File: src/rtl/cfgrd_pkg.sv
package cfgrd_pkg;
   typedef enum logic {
      RST_POL_LOW  = 1'b0,
      RST_POL_HIGH = 1'b1
   } rst_pol_e;
endpackage

File: src/rtl/cfgrd_mode.sv
module cfgrd_mode
   import cfgrd_pkg::*;
#(
   parameter rst_pol_e RST_POL = RST_POL_HIGH
) (
   input  logic rst_oe,
   input  logic ce_n,
   input  logic ser_en,
   input  logic done,
   output logic clr,
   output logic active,
   output logic prog
);
   generate
      if (RST_POL == RST_POL_HIGH) begin : g_rst_high
         assign clr = rst_oe;
      end else begin : g_rst_low
         assign clr = ~rst_oe;
      end
   endgenerate

   assign prog   = ~ser_en;
   assign active = ~ce_n & ser_en & ~clr & ~done;
endmodule

File: src/rtl/cfgrd_bits.sv
module cfgrd_bits #(
   parameter int DEPTH = 64,
   localparam int AW = (DEPTH > 1) ? $clog2(DEPTH) : 1
) (
   input  logic          clk,
   input  logic          wr_en,
   input  logic [AW-1:0] wr_addr,
   input  logic          wr_data,
   input  logic [AW-1:0] rd_addr,
   output logic          rd_bit
);
   logic [DEPTH-1:0] cells;

   generate
      for (genvar i = 0; i < DEPTH; i++) begin : g_cell
         always_ff @(posedge clk) begin
            if (wr_en && (wr_addr == AW'(i))) cells[i] <= wr_data;
         end
      end
   endgenerate

   assign rd_bit = (int'(rd_addr) < DEPTH) ? cells[rd_addr] : 1'b0;
endmodule

File: src/rtl/cfgrd_seq.sv
module cfgrd_seq #(
   parameter int DEPTH = 64,
   localparam int AW = (DEPTH > 1) ? $clog2(DEPTH) : 1
) (
   input  logic          clk,
   input  logic          clr,
   input  logic          active,
   output logic [AW-1:0] addr,
   output logic          done
);
   localparam logic [AW-1:0] LAST = AW'(DEPTH - 1);

   always_ff @(posedge clk) begin
      if (clr) begin
         addr <= '0;
         done <= 1'b0;
      end else if (active) begin
         if (addr == LAST) done <= 1'b1;
         else              addr <= addr + 1'b1;
      end
   end

   assert_clear_R1: assert property (@(posedge clk)
      clr |=> (addr == '0 && !done));
   assert_step_R2: assert property (@(posedge clk) disable iff (clr)
      (active && addr != LAST) |=> (addr == AW'($past(addr) + 1'b1)));
   assert_terminal_R3: assert property (@(posedge clk) disable iff (clr)
      (active && addr == LAST) |=> done);
   assert_stay_done_R6: assert property (@(posedge clk) disable iff (clr)
      done |=> (done && $stable(addr)));
   assert_hold_R4: assert property (@(posedge clk) disable iff (clr)
      !active |=> $stable(addr));
endmodule

File: src/rtl/cfgrd_reader.sv
module cfgrd_reader
   import cfgrd_pkg::*;
#(
   parameter int       DEPTH   = 64,
   parameter rst_pol_e RST_POL = RST_POL_HIGH,
   localparam int      AW      = (DEPTH > 1) ? $clog2(DEPTH) : 1
) (
   input  logic          clk,
   input  logic          ce_n,
   input  logic          rst_oe,
   input  logic          ser_en,
   input  logic          wr_en,
   input  logic [AW-1:0] wr_addr,
   input  logic          wr_data,
   output logic          data_out,
   output logic          data_oe,
   output logic          ceo_n
);
   generate
      if (DEPTH < 2) begin : g_bad_depth
         $error("cfgrd_reader: DEPTH must be at least 2");
      end
   endgenerate

   logic          clr;
   logic          active;
   logic          prog;
   logic          done;
   logic [AW-1:0] addr;
   logic          rd_bit;

   cfgrd_mode #(.RST_POL(RST_POL)) i_mode (
      .rst_oe (rst_oe),
      .ce_n   (ce_n),
      .ser_en (ser_en),
      .done   (done),
      .clr    (clr),
      .active (active),
      .prog   (prog)
   );

   cfgrd_seq #(.DEPTH(DEPTH)) i_seq (
      .clk    (clk),
      .clr    (clr),
      .active (active),
      .addr   (addr),
      .done   (done)
   );

   cfgrd_bits #(.DEPTH(DEPTH)) i_bits (
      .clk     (clk),
      .wr_en   (wr_en & prog),
      .wr_addr (wr_addr),
      .wr_data (wr_data),
      .rd_addr (addr),
      .rd_bit  (rd_bit)
   );

   assign data_oe  = active;
   assign data_out = active ? rd_bit : 1'b0;
   assign ceo_n    = ~done;

   assert_quiet_after_last_R3: assert property (@(posedge clk) disable iff (clr)
      !ceo_n |-> !data_oe);
   assert_prog_hold_R5: assert property (@(posedge clk) disable iff (clr)
      !ser_en |=> $stable(addr));
   assert_standby_hold_R4: assert property (@(posedge clk) disable iff (clr)
      ce_n |=> ($stable(addr) && $stable(ceo_n)));
endmodule

File: config.mk
export PLATFORM = sky130hd
export DESIGN_NAME = cfgrd_reader
export DESIGN_NICKNAME = d
export VERILOG_FILES = /design/src/rtl/cfgrd_pkg.sv /design/src/rtl/cfgrd_mode.sv /design/src/rtl/cfgrd_bits.sv /design/src/rtl/cfgrd_seq.sv /design/src/rtl/cfgrd_reader.sv
export SDC_FILE = /design/constraint.sdc
export NUM_CORES = 1
export LEC_CHECK = 0
export ABC_CLOCK_PERIOD_IN_PS = 4100
export CAP_MARGIN = 20
export CORE_UTILIZATION = 35
export CTS_CLUSTER_DIAMETER = 80
export DETAILED_ROUTE_END_ITERATION = 16
export DONT_BUFFER_PORTS = 1
export HOLD_SLACK_MARGIN = 0.08
export PLACE_DENSITY = 0.61
export SYNTH_ARGS = -nofsm -noshare
export SYNTH_HDL_FRONTEND = slang
export SYNTH_SLANG_ARGS = --single-unit
File: constraint.sdc
create_clock -name clk -period 4.1 [get_ports clk]
set_input_delay 0.82 -clock clk [delete_from_list [all_inputs] [get_ports clk]]
set_output_delay 0.82 -clock clk [all_outputs]
set_load 0.1 [all_outputs]
Word level (Yosys, flattened, before mapping)

Cells that the tools add are included.

Bits in registers: 71
Output and inout port bits: 3

Add/sub/neg operators: 1
Order comparisons: 1
Equal/unequal tests: 64
Multiplexer cells: 3
Bitwise operators: 9
Reductions and logical operators: 67

Operator list:

| cell                                                                  | count |
|---|---|
| 6-bit == test (second input constant)                                 | 33 |
| 6-bit by 5-bit == test with 1-bit output (second input constant)      | 16 |
| 1-bit logical AND                                                     | 64 |
| 6-bit by 4-bit == test with 1-bit output (second input constant)      | 8 |
| 6-bit by 3-bit == test with 1-bit output (second input constant)      | 4 |
| 6-bit by 2-bit == test with 1-bit output (second input constant)      | 2 |
| 6-bit by 7-bit < comparator with 1-bit output (second input constant) | 1 |
| 6-bit by 1-bit adder with 6-bit output (second input constant)        | 1 |
| 1-bit binary-select mux with 6-bit select                             | 1 |
| 6-bit by 1-bit == test with 1-bit output (second input constant)      | 1 |
| 6-bit zero test                                                       | 1 |
| 1-bit inverter                                                        | 5 |
| 1-bit bitwise AND                                                     | 4 |
| 2-bit AND reduction                                                   | 2 |
| 1-bit 2-to-1 mux                                                      | 2 |

Longest topological paths before layout

Word-level depth: 5
Gate-level depth with buffers: 6

By module

A second synthesis with hierarchy kept.

Cell total of the unflattened synthesis: 240
Area total of the unflattened synthesis: 3210.6 sq um

Modules (own cells, without submodules):

| module       | times used | cells each | area each (sq um) | seq. area each (sq um) |
|---|---|---|---|---|
| cfgrd_bits   | 1          | 201        | 2870.3            | 1921.8 |
| cfgrd_seq    | 1          | 33         | 297.8             | 140.1 |
| cfgrd_mode   | 1          | 3          | 26.3              | 0.0 |
| cfgrd_reader | 1          | 3          | 16.3              | 0.0 |

Least setup slack after synthesis

OpenSTA, ideal clock, no wires.

Path kind: input to output
Start: input port rst_oe
End: output port data_out
Arrival: 4689 ps
Path slack: -1409 ps
Stages: 5
Cells stage by stage: clkbuf_2 -> or4b_4 -> inv_1 -> o211ai_1 -> o32ai_1

Cells in the longest elaborated chain, start to end: 4

RTL lines:

| element                         | line               | RTL |
|---|---|---|
| from (decl)                     | cfgrd_reader.sv:10 | `input logic rst_oe,` |
| 1-bit inverter                  | cfgrd_mode.sv:23   | `assign active = ~ce_n & ser_en & ~clr & ~done;` |
| 1-bit bitwise AND (2 in series) | cfgrd_mode.sv:23   |  |
| net data_oe                     | cfgrd_reader.sv:16 | `output logic data_oe,` |
| 1-bit 2-to-1 mux                | cfgrd_reader.sv:60 | `assign data_out = active ? rd_bit : 1'b0;` |
| to (decl)                       | cfgrd_reader.sv:15 | `output logic data_out,` |

The timed path passes the listed nets, and every way through them passes these cells.

Worst setup path in the final report

Start: register i_seq.addr[0]
End: output port data_out

Cells in the longest elaborated chain, start to end: 3

RTL lines:

| element                                   | line               | RTL |
|---|---|---|
| from (decl)                               | cfgrd_seq.sv:8     | `output logic [AW-1:0] addr,` |
| from (signal assigned)                    | cfgrd_seq.sv:19    | `else addr <= addr + 1'b1;` |
| 1-bit binary-select mux with 6-bit select | cfgrd_bits.sv:22   | `assign rd_bit = (int'(rd_addr) < DEPTH) ? cells[rd_addr] : 1'b0;` |
| 1-bit 2-to-1 mux (implied by the code)    | cfgrd_bits.sv:22   |  |
| 1-bit 2-to-1 mux                          | cfgrd_reader.sv:60 |  |

No other way between the ends. The select of a mux whose other input is x is not followed.

==> impl_metrics.env <==
export IMPL_cts_setup_buffers=0
export IMPL_end_kind="primary output"
export IMPL_syn_cell_area_um2=3220
export IMPL_clk_latency_ps=350
export IMPL_swShare_pct=19.9
export IMPL_ios=15
export IMPL_dr_total_vias=1885
export IMPL_dp_cells=339
export IMPL_ys_warnings_count=0
export IMPL_outcome="complete, but fails checks"
export IMPL_worst_slew_pin_slew_ps=816
export IMPL_ctsHoldBuffers=0
export IMPL_rsz0062_at_grt="false"
export IMPL_path_buf_inv=2
export IMPL_ys_seq_area_share_pct=64.0
export IMPL_portBuffers=0
export IMPL_core_um2=8810
export IMPL_violations="DRC"
export IMPL_drv_slew=0
export IMPL_cts_tree="done"
export IMPL_pre_cts_slack_ps=960
export IMPL_post_dp_cell_area_um2=3350
export IMPL_row_count=34
export IMPL_seqPwrFrac_pct=52.6
export IMPL_grt_pass1_wl_um=10400
export IMPL_numCtsBuffers=9
export IMPL_drcViolationCount=3
export IMPL_syn_instance_count=240
export IMPL_track_usage_pct=14.7
export IMPL_root_buffer="clkbuf_8"
export IMPL_cp_slowest_stage_delay_ps=700
export IMPL_drt_total_wl_um=6440
export IMPL_dp_hpwl_um=4330
export IMPL_synth_ff_type="edfxtp_1"
export IMPL_htree_levels=3
export IMPL_yosys_cell_count_top_type="nor2_1"
export IMPL_ys_types=37
export IMPL_slowest_stage="dfxtp_1"
export IMPL_ant_nets=0
export IMPL_synth_top_area_share_pct=59.6
export IMPL_setup_tns_ps=0
export IMPL_p_leak_nw=1.07
export IMPL_die_h_um=98.0
export IMPL_slew_headroom_pct=45.5
export IMPL_worst_path_stages=6
export IMPL_crit_type="reg2out"
export IMPL_hold_slack_ps=499
export IMPL_reg2regPathDepth=6
export IMPL_hold_path_class="reg2reg"
export IMPL_path_clk_slew_ps=80
export IMPL_worstPathMaxFanout=11
export IMPL_fin_crit_sh_pct=85.2
export IMPL_clkSinkCount=71
export IMPL_cap_violations=0
export IMPL_stdcell_count=355
export IMPL_vias_per_cell=5.31
export IMPL_stdcell_area_um2=3590
export IMPL_synth_largest_area_cell="edfxtp_1"
export IMPL_finalCoreUtilization_pct=40.7
export IMPL_grt_antenna_before_repair=0
export IMPL_cts_path_max_buffers=2
export IMPL_avgSynthCellArea_um2=13.4
export IMPL_comb_power_share_pct=3.3
export IMPL_initial_core_util_pct=36.6
export IMPL_hold_depth=2
export IMPL_drt_iter0_drc=148
export IMPL_cts_resized=0
export IMPL_overflow=0
export IMPL_synthTopCellsByArea="edfxtp_1 60%, nor2_1 8.8%, mux4_2 6.3%"
export IMPL_crit_required_ps=3280
export IMPL_worst_slack_ps=608
export IMPL_fin_crit_ps=3490
export IMPL_globalplace_congestion=0.759
export IMPL_cp_top_family="flip-flops"
export IMPL_dieWidth_um=98.0
export IMPL_power_share_clock_pct=44.2
export IMPL_layout_drive_gt1_share_pct=12.6
export IMPL_hold_viol_final=0
export IMPL_avgRoutedWirePerCell_um=18.1
export IMPL_synth_edf_count=64
export IMPL_arrival_ps=2670
export IMPL_ir_drop_uv=142
export IMPL_diodes=0
export IMPL_max_freq_mhz=286
export IMPL_synthesis_nets=253
export IMPL_area_growth_pct=11.3
export IMPL_async_flop_share_pct=0
export IMPL_grt_max_degree=65
export IMPL_power_switching_mw=0.300
export IMPL_fin_skew_ps=6.26
export IMPL_internal_power_mw=1.21
export IMPL_dieArea_um2=9600
export IMPL_ys_seq_elements=71
export IMPL_start_kind="flip-flop"
export IMPL_crit_chain="buf_4 > mux4_1 > a22oi_1 > a311o_1 > o32ai_4 > buf_12"
export IMPL_final_nets=255
export IMPL_yosys_top_cells_count="76 x nor2_1, 64 x edfxtp_1, 12 x nand2_1"
export IMPL_setup_violations=0
export IMPL_fin_total_pwr_mw=1.51
export IMPL_grt_pass1_vias=1847
export IMPL_first_pass_iters=10
export IMPL_powerDensity_nw_per_um2=421
==> flip-flops by register name, indices dropped and copies added, names as in the netlist <==
name          cells
i_seq.done        1
i_seq.addr        6
i_bits.cells     64
==> worst paths after layout <==
path | to | slack [ps] | startpoint
max | data_out | 610 | i_seq.addr[0]
min | i_seq.done | 500 | i_seq.done
max reg2reg | i_seq.addr[0] | 2270 | i_seq.done
min reg2reg | i_seq.done | 500 | i_seq.done
==> kinds of logic (layout without fill, tap and decap cells) <==
group	Yosys count	after routing	synth area share (%)
fa+ha+maj	1	1	0.388
flops	71	71	64.0
compound gates	13	13	3.10
mux	19	19	12.9
buf+inv	16	23	2.48
simple gates	115	115	15.8
xor+xnor	5	5	1.36
==> routing by layer <==
layer / track usage [%] / wire length (um) / vias up
met3: 4.58 / 437 / 12
met5: 0 / 0 / -
li1: - / - / 891
met2: 21.2 / 2940 / 53
met1: 19.9 / 2930 / 929
met4: 8.04 / 138 / 0
==> power by group through the flow <==
stage	logic [mW]	clock network [mW]	registers, mW
floorplan	0.0445	0	0.807
global placement	0.0490	0	0.811
detailed placement	0.0495	0	0.811
CTS	0.0497	0.677	0.794
global route	0.0532	0.710	0.795
finish	0.0492	0.667	0.794
==> cells in the final DEF (no fill, tap or decap), types with 2 or more instances in the layout <==
cell and count:
nor2_1 76, edfxtp_1 64, nand2_1 12, mux4_2 9
clkbuf_8 9, mux4_1 7, nand3_1 7, dfxtp_1 7
nor2b_1 6, inv_1 3, or3_1 3, mux2i_1 3
a22oi_1 3, xor2_1 3, bufinv_16 3, buf_4 3
o211ai_1 2, and2_1 2, o2111ai_1 2, xnor2_1 2
clkinv_1 2
==> final cells by class <==
cell class | instances | area (um2)
clock buffer | 9 | 124
clock inverter | 7 | 111
multi-input combinational | 153 | 1100
tap | 108 | 135
fill | 827 | 5220
inverter | 3 | 11.3
timing repair buffer | 4 | 42.5
sequential | 71 | 2060
==> tightest hold or removal path, stage by stage, from the launching register on <==
cell and delay (ps):
dfxtp_1 330, nor2_1 100, nor2_1 40
(Power assumes the default switching activity.)
